==> config.mk <==
export PLATFORM = sky130hd
export DESIGN_NAME = evt_seq_ctrl
export DESIGN_NICKNAME = d
export VERILOG_FILES = /design/src/rtl/evt_seq_pkg.sv /design/src/rtl/evt_hit_bcast.sv /design/src/rtl/evt_road_gate.sv /design/src/rtl/evt_seq_fsm.sv /design/src/rtl/evt_seq_ctrl.sv
export SDC_FILE = /design/constraint.sdc
export NUM_CORES = 1
export LEC_CHECK = 0
export ABC_AREA = 1
export BUFFER_PORTS_ARGS = -buffer_cell sky130_fd_sc_hd__buf_2
export CORE_AREA = 10 10 410 412
export CTS_CLUSTER_DIAMETER = 30
export DETAILED_ROUTE_END_ITERATION = 10
export DIE_AREA = 0 0 420 422
export GPL_TIMING_DRIVEN = 0
export MAX_ROUTING_LAYER = met4
export SLEW_MARGIN = 10
export SYNTH_ARGS = -nofsm -noshare
export SYNTH_HDL_FRONTEND = slang
export SYNTH_SLANG_ARGS = --single-unit
==> constraint.sdc <==
create_clock -name clk -period 3.4 [get_ports clk]
set_input_delay 0.68 -clock clk [delete_from_list [all_inputs] [get_ports clk]]
set_output_delay 0.68 -clock clk [all_outputs]
set_load 0.005 [all_outputs]
==> src/rtl/evt_seq_pkg.sv <==
package evt_seq_pkg;
  typedef enum logic [1:0] {
    SQ_IDLE = 2'd0,
    SQ_RUN  = 2'd1,
    SQ_DONE = 2'd2
  } seq_state_e;
endpackage

==> src/rtl/evt_hit_bcast.sv <==
// Lockstep read of all open hit lanes into one broadcast beat.
module evt_hit_bcast #(
  parameter int N_IN  = 12,
  parameter int N_ENG = 4,
  parameter int HIT_W = 16
) (
  input  logic                  clk,
  input  logic                  rst_n,
  input  logic                  run,
  input  logic                  clr,
  input  logic [N_IN-1:0]       in_valid,
  input  logic [N_IN*HIT_W-1:0] in_data,
  input  logic [N_IN-1:0]       in_eoe,
  output logic [N_IN-1:0]       in_ready,
  input  logic [N_ENG-1:0]      eng_ready,
  output logic                  bc_valid,
  output logic [N_IN*HIT_W-1:0] bc_data,
  output logic [N_IN-1:0]       bc_lane,
  output logic [N_IN-1:0]       bc_eoe,
  output logic                  all_done
);
  logic [N_IN-1:0] lane_closed_q;
  logic [N_IN-1:0] lane_open;
  logic [N_IN-1:0] lane_ok;
  logic            beat_go;

  for (genvar g = 0; g < N_IN; g++) begin : g_lane
    assign lane_open[g] = ~lane_closed_q[g];
    assign lane_ok[g]   = in_valid[g] | lane_closed_q[g];
    assign in_ready[g]  = beat_go & lane_open[g];
    assign bc_lane[g]   = run & lane_open[g];
    assign bc_eoe[g]    = run & lane_open[g] & in_eoe[g];
    assign bc_data[g*HIT_W +: HIT_W] = (run & lane_open[g]) ? in_data[g*HIT_W +: HIT_W] : '0;

    always_ff @(posedge clk or negedge rst_n) begin
      if (!rst_n)                      lane_closed_q[g] <= 1'b0;
      else if (clr)                    lane_closed_q[g] <= 1'b0;
      else if (in_ready[g] & in_eoe[g]) lane_closed_q[g] <= 1'b1;
    end
  end

  assign bc_valid = run & (&lane_ok) & (|lane_open);
  assign beat_go  = bc_valid & (&eng_ready);
  assign all_done = &lane_closed_q;
endmodule

==> src/rtl/evt_road_gate.sv <==
// Per-link road pass-through with hold gating and close mask.
module evt_road_gate #(
  parameter int N_ROAD = 16,
  parameter int ROAD_W = 16
) (
  input  logic                     clk,
  input  logic                     rst_n,
  input  logic                     open_evt,
  input  logic                     clr,
  input  logic [N_ROAD-1:0]        hold,
  input  logic [N_ROAD-1:0]        rin_valid,
  input  logic [N_ROAD*ROAD_W-1:0] rin_data,
  input  logic [N_ROAD-1:0]        rin_eoe,
  output logic [N_ROAD-1:0]        rin_ready,
  output logic [N_ROAD-1:0]        rout_valid,
  output logic [N_ROAD*ROAD_W-1:0] rout_data,
  output logic [N_ROAD-1:0]        rout_eoe,
  output logic                     all_done
);
  logic [N_ROAD-1:0] link_closed_q;
  logic [N_ROAD-1:0] link_pass;

  for (genvar g = 0; g < N_ROAD; g++) begin : g_link
    assign link_pass[g]  = open_evt & ~hold[g] & ~link_closed_q[g];
    assign rin_ready[g]  = link_pass[g];
    assign rout_valid[g] = link_pass[g] & rin_valid[g];
    assign rout_eoe[g]   = rout_valid[g] & rin_eoe[g];
    assign rout_data[g*ROAD_W +: ROAD_W] = rout_valid[g] ? rin_data[g*ROAD_W +: ROAD_W] : '0;

    always_ff @(posedge clk or negedge rst_n) begin
      if (!rst_n)           link_closed_q[g] <= 1'b0;
      else if (clr)         link_closed_q[g] <= 1'b0;
      else if (rout_eoe[g]) link_closed_q[g] <= 1'b1;
    end
  end

  assign all_done = &link_closed_q;
endmodule

==> src/rtl/evt_seq_fsm.sv <==
// Event open/close sequencing and completion counter.
module evt_seq_fsm
  import evt_seq_pkg::*;
#(
  parameter int CNT_W = 16
) (
  input  logic             clk,
  input  logic             rst_n,
  input  logic             start_ok,
  input  logic             hits_closed,
  input  logic             roads_closed,
  output logic             run,
  output logic             clr,
  output logic             evt_done,
  output logic [CNT_W-1:0] evt_count
);
  seq_state_e state_q, state_d;
  logic       finish;

  assign finish = (state_q == SQ_RUN) & hits_closed & roads_closed;

  always_comb begin
    state_d = state_q;
    unique case (state_q)
      SQ_IDLE: if (start_ok) state_d = SQ_RUN;
      SQ_RUN:  if (finish)   state_d = SQ_DONE;
      SQ_DONE:               state_d = SQ_IDLE;
      default:               state_d = SQ_IDLE;
    endcase
  end

  always_ff @(posedge clk or negedge rst_n) begin
    if (!rst_n) begin
      state_q   <= SQ_IDLE;
      evt_count <= '0;
    end else begin
      state_q <= state_d;
      if (finish) evt_count <= evt_count + 1'b1;
    end
  end

  assign run      = (state_q == SQ_RUN);
  assign clr      = (state_q == SQ_DONE);
  assign evt_done = clr;
endmodule

==> src/rtl/evt_seq_ctrl.sv <==
module evt_seq_ctrl #(
  parameter int N_IN   = 12,
  parameter int N_ENG  = 4,
  parameter int N_ROAD = 16,
  parameter int HIT_W  = 16,
  parameter int ROAD_W = 16,
  parameter int CNT_W  = 16
) (
  input  logic                     clk,
  input  logic                     rst_n,
  input  logic [N_IN-1:0]          fifo_has_eoe,
  input  logic [N_IN-1:0]          in_valid,
  input  logic [N_IN*HIT_W-1:0]    in_data,
  input  logic [N_IN-1:0]          in_eoe,
  output logic [N_IN-1:0]          in_ready,
  output logic                     bc_valid,
  output logic [N_IN*HIT_W-1:0]    bc_data,
  output logic [N_IN-1:0]          bc_lane,
  output logic [N_IN-1:0]          bc_eoe,
  input  logic [N_ENG-1:0]         eng_ready,
  input  logic [N_ROAD-1:0]        rin_valid,
  input  logic [N_ROAD*ROAD_W-1:0] rin_data,
  input  logic [N_ROAD-1:0]        rin_eoe,
  output logic [N_ROAD-1:0]        rin_ready,
  output logic [N_ROAD-1:0]        rout_valid,
  output logic [N_ROAD*ROAD_W-1:0] rout_data,
  output logic [N_ROAD-1:0]        rout_eoe,
  input  logic [N_ROAD-1:0]        hold,
  output logic                     evt_busy,
  output logic                     evt_done,
  output logic [CNT_W-1:0]         evt_count
);
  logic run, clr, hits_closed, roads_closed;

  evt_seq_fsm #(.CNT_W(CNT_W)) u_fsm (
    .clk          (clk),
    .rst_n        (rst_n),
    .start_ok     (&fifo_has_eoe),
    .hits_closed  (hits_closed),
    .roads_closed (roads_closed),
    .run          (run),
    .clr          (clr),
    .evt_done     (evt_done),
    .evt_count    (evt_count)
  );

  evt_hit_bcast #(.N_IN(N_IN), .N_ENG(N_ENG), .HIT_W(HIT_W)) u_bcast (
    .clk       (clk),
    .rst_n     (rst_n),
    .run       (run),
    .clr       (clr),
    .in_valid  (in_valid),
    .in_data   (in_data),
    .in_eoe    (in_eoe),
    .in_ready  (in_ready),
    .eng_ready (eng_ready),
    .bc_valid  (bc_valid),
    .bc_data   (bc_data),
    .bc_lane   (bc_lane),
    .bc_eoe    (bc_eoe),
    .all_done  (hits_closed)
  );

  evt_road_gate #(.N_ROAD(N_ROAD), .ROAD_W(ROAD_W)) u_roads (
    .clk        (clk),
    .rst_n      (rst_n),
    .open_evt   (run),
    .clr        (clr),
    .hold       (hold),
    .rin_valid  (rin_valid),
    .rin_data   (rin_data),
    .rin_eoe    (rin_eoe),
    .rin_ready  (rin_ready),
    .rout_valid (rout_valid),
    .rout_data  (rout_data),
    .rout_eoe   (rout_eoe),
    .all_done   (roads_closed)
  );

  assign evt_busy = run;
endmodule

==> results of run 1 <==
## final timing paths
check,cells after the start,endpoint,start,slack (ns)
setup / recovery,8,bc_data[149],u_fsm.state_q[1]$_DFFE_PN0P_,0.14
hold / removal,1,u_roads.link_closed_q[3]$_DFFE_PN0P_,rst_n,0.26
setup reg to reg,8,u_roads.link_closed_q[0]$_DFFE_PN0P_,u_fsm.state_q[1]$_DFFE_PN0P_,1.18
hold reg to reg,2,u_fsm.evt_count[14]$_DFFE_PN0P_,u_fsm.evt_count[14]$_DFFE_PN0P_,0.54
max in group asynchronous,2,u_bcast.lane_closed_q[7]$_DFFE_PN0P_,rst_n,2.55
min in group clk,2,u_fsm.evt_count[14]$_DFFE_PN0P_,u_fsm.evt_count[14]$_DFFE_PN0P_,0.54
## power breakdown
| group | internal (mW) | switching [mW] | total, mW |
|---|---|---|---|
| registers | 0.556 | 0.0175 | 0.574 |
| logic | 0.296 | 0.322 | 0.619 |
| clock network | 0.288 | 0.387 | 0.674 |
## synthesized netlist by cell type, drive strengths merged
cell type	n	area [um^2]
a21oi	16	80.08
buf	36	191.4
clkbuf	4	15.01
dfrtp	46	1151
ha	1	12.51
inv	551	2068
nand2	120	483.0
nand3	7	35.03
nand3b	2	15.01
nand4	18	112.6
nor2	516	1939
nor3	24	265.3
nor4	1	6.260
o21ai	18	90.09
or2	2	12.51
xnor2	6	52.55
xor2	8	70.07
## layer usage
metal,vias up,global-route usage [%],wire length [um]
li1,5939,-,-
met5,-,-,0
met2,811,18.94,50410
met3,170,3.434,8832
met1,5255,14.12,45490
met4,0,2.086,1998
## what timing repair did
action,in CTS,in global routing
setup buffers,7,0
endpoints found under the setup margin,141,41
cloned,0,0
pin swaps,5,0
gates resized for setup,30,9
## sequential cells by signal, summed over array words and instances, names as in the netlist
signal,flops
u_fsm.state_q,2
u_bcast.lane_closed_q,12
u_roads.link_closed_q,16
u_fsm.evt_count,16
## final cells by class
| cell class | count | area, um^2 | share of cell area [%] |
|---|---|---|---|
| Inverter | 551 | 2068 | 13.61 |
| Clock buffer | 5 | 125.1 | 0.8235 |
| Multi-Input combinational cell | 739 | 3256 | 21.43 |
| Antenna cell | 58 | 145.1 | 0.9552 |
| Buffer | 40 | 212.7 | 1.400 |
| Clock inverter | 3 | 28.78 | 0.1894 |
| Timing Repair Buffer | 1096 | 5585 | 36.76 |
| Sequential cell | 46 | 1164 | 7.658 |
| Tap cell | 2086 | 2610 | 17.18 |
## logic make-up after synthesis
group / share of synthesized area [%]
and+or+nand+nor: 43.47
buffers and inverters: 34.46
DFF: 17.44
AOI/OAI and AO/OA: 2.578
xor gates and xnor gates: 1.858
adders and majority gates: 0.1895
## stage by stage
step,cells,instance area [um^2],setup slack (ns),hold WS [ns]
CTS,4566,15030,-0.07102,0.2665
detailed placement,4551,14680,-0.4950,0.5201
global route,4615,15170,-0.008133,0.2797
floorplan,1376,6600,1.235,0.3844
global placement,4550,14660,-1.042,0.5088
finish,4624,15190,0.1387,0.2597
## worst reg2reg max path: cells and delay by family, from the launching register on
kind / cells / cell delay (ns)
AOI/OAI and AO/OA: 1 / 0.19
buffers and inverters: 3 / 0.49
and+or+nand+nor: 4 / 1.05
DFF: 1 / 0.40
==> impl_metrics.csv, run 1 <==
group,metric,value,unit
pwr,power_density,122.9,nW/um^2
floorplanning,io_pins,1089,
worst_setup_path,crit_path_max_incr_delay,0.57,ns
drt,drt_iter0_drc,1024,
cells_and_area,final_cell_mix,"buf_2 (1112), inv_1 (538), nor2_1 (506)",
floorplanning,die_w,420,um
worst_setup_path,worst_setup_path_end_kind,"primary output",
min_path,hp-class,"input port to async pin",
cells_and_area,drive_gt1_share,48.67,%
timing,timing.fmax,0.3066,GHz
drt,ant_nets,0,
timing,finalCritPeriodShare,95.92,%
grt,grt_max_degree,27,
timing,finalMaxSlewViolations,0,
logic_synthesis,ys.warnings.count,0,
cells_and_area,syn2layout_area_growth,130.2,%
flow_run,drv_cap,0,
logic_synthesis,syn-cell-area,6600,um^2
clocking,clock_sinks,46,
timing,setup_violations,0,
drt,wl,106.7,mm
logic_synthesis,ys_ff_latch,46,
floorplanning,die_y,422,um
timing,tns,0,ns
pwr,p_leak,10.56,nW
place,gp_congestion,0.9704,
worst_setup_path,crit_path_top_delay_cell,"nor2_1",
grt,grt_pass1_wl,128.4,mm
clocking,cts_hold_buffers,0,
logic_synthesis,syn_nets,1915,
clocking,clk_pin_slew_worst_paths,0.11,ns
pwr,power.total,1.867,mW
worst_setup_path,cp.required,2.72,ns
logic_synthesis,syn_avg_cell_area,4.797,um^2
clocking,clock_latency,0.36,ns
grt,first_global_vias,11400,
run_status,outcome,"finished clean",
worst_setup_path,crit_path_max_fanout,10,
clocking,clock-root-buffer,"clkbuf_16",
timing,skew,0.02056,ns
floorplanning,num_rows,147,
cells_and_area,nets,3018,
logic_synthesis,synth-seq-area-share,17.44,%
drt,dr_total_vias,12180,
floorplanning,initial_core_util,4.129,%
logic_synthesis,synthCells,1376,
pwr,ir_drop,0.0001902,V
clocking,cts_tree,"built",
worst_setup_path,worstPathCellList,"inv_2 > nand2_4 > buf_4 > nor2_1 > inv_2 > buf_2 > nor2_1 > buf_2",
drt,vias_per_cell,2.633,
worst_setup_path,timing.critical_path.max_delay_family,"buffers and inverters",
clocking,htree_levels,2,
grt,overflow,0,
clocking,clockBufferDepth,2,
timing,rsz0062_at_grt,"true",
cells_and_area,utilization,9.507,%
grt,antenna_found_initial,113,
timing,hold_violations,0,
drt,drc,0,
drt,drt_first_pass_iters,7,
worst_setup_path,critPathKind,"register to primary output",
place,portBuffers,1088,
timing,period_needed,3.261,ns
grt,grt_usage,11.58,%
logic_synthesis,synth_cell_type_count,24,
drt,wl_per_cell,23.08,um
floorplanning,core_area,159800,um^2
worst_setup_path,cp.buffers_inverters,5,
cells_and_area,fill_cells,19080,
worst_setup_path,startpoint_type,"register",
timing,slew_headroom,48.04,%
worst_setup_path,arrival,2.58,ns
floorplanning,fp.dieArea,177200,um^2
timing,worst_pin_slew,0.7766,ns
place,dpl.hpwl,99.62,mm
cells_and_area,layout_commonest_cell,"buf_2",
clocking,numCtsBuffers,5,
No activity file was read; power rests on OpenSTA's default activity.
==> inputs of run 2 (changes only) <==
==> constraint.sdc (replaced) <==
create_clock -name clk -period 3.4 [get_ports clk]
set_input_delay 0.34 -clock clk [delete_from_list [all_inputs] [get_ports clk]]
set_output_delay 0.34 -clock clk [all_outputs]
set_load 0.005 [all_outputs]
==> run 2 against run 1 <==
  * Critical path depth unchanged
  * Total power about the same
  * Utilization decreased by 0.086 points
  * Global-route usage about the same
  * Non-clock buffer count decreased by 5
  * Sequential share of layout area about the same
  * Largest cell class unchanged
  * Largest power group unchanged
==> impl_metrics.csv, run 2 (synthesis gave the netlist of run 1 again) <==
group,metric,value,unit
run_status,outcome,"finished clean",
clocking,clock_latency,0.36,ns
worst_setup_path,cp.required,3.06,ns
place,dpl.hpwl,99.62,mm
pwr,p_seq_share,30.7,%
drt,drt_first_pass_iters,7,
floorplanning,core_area,159800,um^2
timing,timing.fmax,0.3137,GHz
cells_and_area,layout_commonest_cell,"buf_2",
pwr,ir_drop,0.0001883,V
pwr,p_sw,0.7270,mW
floorplanning,die_y,422,um
worst_setup_path,worstPathCellList,"nor2_1 > nor2_1 > nand4_1 > nor2_2 > nand2_1 > clkbuf_4 > nor2_1 > buf_2",
cells_and_area,final_cell_mix,"buf_2 (1119), inv_1 (539), nor2_1 (514)",
pwr,power.total,1.866,mW
grt,grt_max_degree,27,
worst_setup_path,worst_setup_path_end_kind,"primary output",
drt,wl,106.7,mm
pwr,swShare,38.96,%
timing,skew,0.01976,ns
worst_setup_path,arrival,2.85,ns
worst_setup_path,r2r_slack,1.10,ns
drt,ant_nets,0,
timing,worst_pin_slew,0.9449,ns
grt,overflow,0,
flow_run,drv_cap,0,
worst_setup_path,crit_top_cell,"nor2_1",
pwr,p_leak,10.53,nW
drt,wl_per_cell,23.09,um
worst_setup_path,startpoint_type,"register",
pwr,pwr-share-clk,36.2,%
worst_setup_path,timing.critical_path.max_delay_family,"simple AND/OR/NAND/NOR gates",
drt,drc,0,
place,gp_congestion,0.9704,
drt,vias_per_cell,2.647,
floorplanning,fp.dieArea,177200,um^2
grt,grt_pass1_wl,128.3,mm
worst_setup_path,crit_path_max_fanout,10,
worst_setup_path,crit_path_top_delay_cell,"dfrtp_1",
worst_setup_path,critPathKind,"register to primary output",
pwr,power_density,123.9,nW/um^2
grt,antenna_found_initial,113,
clocking,htree_levels,2,
pwr,combinationalPowerShare,33.0,%
pwr,internal-power,1.139,mW
grt,first_global_vias,11370,
grt,grt_usage,11.59,%
worst_setup_path,crit_path_max_incr_delay,0.65,ns
cells_and_area,syn2layout_area_growth,128.1,%
clocking,clockBufferDepth,2,
clocking,numCtsBuffers,5,
floorplanning,die_w,420,um
floorplanning,io_pins,1089,
min_path,hp-class,"input port to register",
drt,drt_iter0_drc,1131,
drt,dr_total_vias,12230,
clocking,cts_tree,"built",
cells_and_area,nets,3013,
clocking,clk_pin_slew_worst_paths,0.10,ns
timing,setup_violations,0,
timing,whs,0.2456,ns
floorplanning,num_rows,147,
worst_setup_path,cp.buffers_inverters,2,
timing,period_needed,3.188,ns
timing,finalCritPeriodShare,93.76,%
cells_and_area,drive_gt1_share,47.88,%
clocking,clock-root-buffer,"clkbuf_16",
place,portBuffers,1088,
clocking,clock_sinks,46,
timing,hold_violations,0,
floorplanning,initial_core_util,4.129,%
timing,finalMaxSlewViolations,0,
cells_and_area,largest_registers,"u_fsm.evt_count x16, u_roads.link_closed_q x16, u_bcast.lane_closed_q x12",
timing,slew_headroom,36.77,%
timing,rsz0062_at_grt,"false",
==> run 2: metal layers <==
metal	up-vias	part of all wire (%)	track usage [%]
met5	-	0	-
met1	5287	43	14.19
met4	0	2.0	2.121
met3	176	8.0	3.343
met2	827	47	18.91
li1	5937	-	-
==> run 2: through the flow <==
stage | instances | area (um^2) | setup TNS, ns | util [%] | worst slack (ns)
after floorplan | 1376 | 6600 | 0 | - | 1.726
after global placement | 4550 | 14660 | -8.111 | 9.169 | -0.7019
after detailed placement | 4551 | 14680 | -1.991 | 9.187 | -0.1550
after CTS | 4561 | 14900 | 0 | 9.320 | 0.01538
after global routing | 4610 | 15030 | 0 | 9.405 | 0.01782
final | 4620 | 15060 | 0 | 9.420 | 0.2120
==> run 2: repair_timing <==
action	in CTS	in global routing
endpoints found under the hold margin	25	0
hold buffers	1	0
gates resized for setup	7	5
pin swaps	1	0
endpoints found under the setup margin	56	13
setup buffers	1	0
==> run 2: tightest hold or removal path: stages <==
cell     delay (ns)
buf_2          0.09
nand2_1        0.07
a21oi_1        0.06
==> run 2: area by class of cell <==
type                    instances  area, um^2
repair buffers               1091        5498
clock inverters                 3       28.78
flip-flops and latches         46        1155
diodes                         59       147.6
well taps                    2086        2610
fillers                     19080      144800
inverters                     551        2068
clock buffers                   5       125.1
plain buffers                  40       210.2
multi-input cells             739        3214
==> run 2: power groups by stage <==
stage | sequential [mW] | clock (mW) | combinational [mW]
finish | 0.574 | 0.676 | 0.616
global route | 0.576 | 0.738 | 0.694
CTS | 0.576 | 0.737 | 0.627
detailed placement | 0.586 | 0 | 0.620
global placement | 0.585 | 0 | 0.616
floorplan | 0.576 | 0 | 0.151
==> run 2: path summary, 6_finish.rpt <==
path                                                       startpoint                              endpoint  cells past startpoint
worst max-delay path            u_bcast.lane_closed_q[10]$_DFFE_PN0P_                           in_ready[4]                      8
worst min-delay path                                       rin_eoe[6]  u_roads.link_closed_q[6]$_DFFE_PN0P_                      3
worst max register to register           u_fsm.state_q[1]$_DFFE_PN0P_  u_roads.link_closed_q[9]$_DFFE_PN0P_                      8
worst min register to register        u_fsm.evt_count[14]$_DFFE_PN0P_       u_fsm.evt_count[14]$_DFFE_PN0P_                      2
max in group asynchronous                                       rst_n  u_bcast.lane_closed_q[7]$_DFFE_PN0P_                      3
min in group asynchronous                                       rst_n  u_roads.link_closed_q[3]$_DFFE_PN0P_                      2
==> inputs of run 3 (changes only) <==
MAX_ROUTING_LAYER = default   (was met4)
==> run 3 against run 2 <==
  * Final cell count fell by 0.84%
  * Count of clock-buffer cells in the layout did not move
  * Wire length rose by 0.28%
  * Non-clock buffer count did not move
  * First-iteration DRC count fell by 15%
  * Worst setup slack improved by 0.0050 ns
  * Combinational power rose by 0.6%
  * Die area did not move
  * Sequential share of layout area barely moved
  * Via count fell by 0.11%
  * Register-to-register slack got worse by 0.11 ns
  * Utilization fell by 0.056 points
==> impl_metrics.csv, run 3 (synthesis gave the netlist of run 1 again) <==
group,metric,value,unit
min_path,min_path_cells,3,
grt,grt_max_degree,34,
grt,grt_pass1_wl,128.8,mm
min_path,hp-class,"input port to register",
pwr,p_leak,10.54,nW
place,place_ws,-0.1707,ns
timing,period_needed,3.183,ns
place,gp_congestion,0.9627,
worst_setup_path,reg2reg_depth,7,
place,portBuffers,1088,
timing,slew_headroom,41.73,%
worst_setup_path,cp.required,3.06,ns
pwr,ir_drop,0.0001733,V
drt,vias_per_cell,2.666,
cells_and_area,register_area,1155,um^2
clocking,clockBufferDepth,2,
grt,antenna_found_initial,118,
worst_setup_path,crit_path_top_delay_cell,"dfrtp_1",
drt,dr_wl_met2,50.34,mm
min_path,hp-start,"rin_eoe[6]",
worst_setup_path,crit_top_cell,"buf_2",
run_status,outcome,"finished clean",
cells_and_area,layout_commonest_cell,"buf_2",
clocking,numCtsBuffers,5,
grt,first_global_vias,11580,
floorplanning,num_rows,147,
drt,wl_per_cell,23.35,um
cells_and_area,syn2layout_area_growth,126.8,%
worst_setup_path,critPathKind,"register to primary output",
place,dpl.hpwl,99.78,mm
drt,drt_iter0_drc,958,
drt,wl,107.0,mm
worst_setup_path,startpoint,"u_fsm.state_q[0]$_DFFE_PN0P_",
drt,drc,0,
timing,hold_violations,0,
timing,skew,0.01669,ns
clocking,clock_sinks,46,
worst_setup_path,crit_path_max_fanout,10,
floorplanning,io_pins,1089,
timing,finalCritPeriodShare,93.62,%
floorplanning,die_w,420,um
clocking,cts_tree,"built",
drt,ant_nets,0,
cells_and_area,largest_registers,"u_fsm.evt_count x16, u_roads.link_closed_q x16, u_bcast.lane_closed_q x12",
flow_run,drv_cap,0,
floorplanning,initial_core_util,4.129,%
cells_and_area,fill_cells,19050,
timing,timing.fmax,0.3142,GHz
drt,wl_met3,11.04,mm
clocking,clock-root-buffer,"clkbuf_16",
worst_setup_path,timing.critical_path.max_delay_family,"simple AND/OR/NAND/NOR gates",
timing,setup_violations,0,
worst_setup_path,r2r-start,"u_fsm.state_q[0]$_DFFE_PN0P_",
cells_and_area,fin_cells,4581,
timing,layout_setup_ws,0.2170,ns
cells_and_area,final_cell_mix,"buf_2 (1119), inv_1 (539), nor2_1 (514)",
worst_setup_path,crit_path_max_incr_delay,0.59,ns
worst_setup_path,arrival,2.84,ns
worst_setup_path,worst_setup_path_end_kind,"primary output",
drt,wl_met1,43.24,mm
clocking,clk_pin_slew_worst_paths,0.10,ns
worst_setup_path,cp.depth,7,
clocking,htree_levels,2,
pwr,power_density,123.8,nW/um^2
timing,worst_pin_slew,0.8708,ns
grt,overflow,0,
timing,whs,0.2438,ns
timing,rsz0062_at_grt,"false",
cells_and_area,nets,3013,
timing,finalMaxSlewViolations,0,
drt,maxUsedRoutingLayer,"met5",
drt,drt_first_pass_iters,5,
cells_and_area,multi_input_area,3214,um^2
grt,grt_usage,11.28,%
floorplanning,fp.dieArea,177200,um^2
place,place_inst,4551,
clocking,clock_latency,0.35,ns
cells_and_area,drive_gt1_share,47.88,%
drt,dr_total_vias,12210,
worst_setup_path,startpoint_type,"register",
floorplanning,core_area,159800,um^2
floorplanning,die_y,422,um
worst_setup_path,cp.buffers_inverters,3,
worst_setup_path,worstPathCellList,"nand2_2 > buf_6 > nor3_4 > nand2_4 > buf_2 > nor2_1 > buf_2",
run 3: cell count changes in the layout (fill, tap and decap cells not counted):
| cell | change |
|---|---|
| buf_12 | -1 |
| clkbuf_4 | -1 |
| diode_2 | -39 |
| buf_16 | +1 |
| buf_4 | +1 |
run 3: worst paths after layout:
kind                                                         to  slack (ns)
max reg2reg                u_roads.link_closed_q[0]$_DFFE_PN0P_        0.99
min in group asynchronous  u_roads.link_closed_q[4]$_DFFE_PN0P_        0.44
max in group asynchronous  u_bcast.lane_closed_q[0]$_DFFE_PN0P_        2.38
max                                              rout_data[187]        0.22
min                        u_roads.link_closed_q[6]$_DFFE_PN0P_        0.24
min reg2reg                     u_fsm.evt_count[14]$_DFFE_PN0P_        0.55
run 3: report_power, final:
part	internal [mW]	switching, mW	total, mW
sequential	0.556	0.0172	0.573
combinational	0.296	0.323	0.620
clock	0.287	0.373	0.660
run 3: area by class of cell:
class / instances / share of cell area, %
well taps: 2086 / 17.44
diodes: 20 / 0.3344
multi-input cells: 739 / 21.48
clock inverters: 3 / 0.1923
clock buffers: 5 / 0.8360
flip-flops and latches: 46 / 7.716
inverters: 551 / 13.82
plain buffers: 40 / 1.404
repair buffers: 1091 / 36.78
run 3: metrics by stage:
stage	setup TNS, ns	cell area (um^2)	total power [mW]	utilization [%]
3_5_place_dp	-2.076	14690	1.208	9.192
5_1_grt	0	14930	2.001	9.339
4_1_cts	0	14910	1.943	9.326
3_3_place_gp	-8.210	14660	1.201	9.169
2_1_floorplan	0	6600	0.7272	-
6_report	0	14970	1.853	9.364
run 3: per-layer routing:
metal  track usage (%)  vias to the layer above
met5                 0                        -
li1                  -                     5900
met2             19.12                      803
met3             4.327                      204
met4             1.982                       32
met1             13.54                     5274
run 3: what timing repair did:
item / in CTS / in global routing
resized for setup: 8 / 5
endpoints found under the hold margin: 13 / 0
setup buffers: 1 / 0
setup endpoints to repair: 57 / 11
pin swaps: 1 / 0
hold buffers: 1 / 0
run 3: tightest hold or removal path, cell delays in order:
cell and delay, ns:
buf_2 0.09, nand2_1 0.07, a21oi_1 0.06
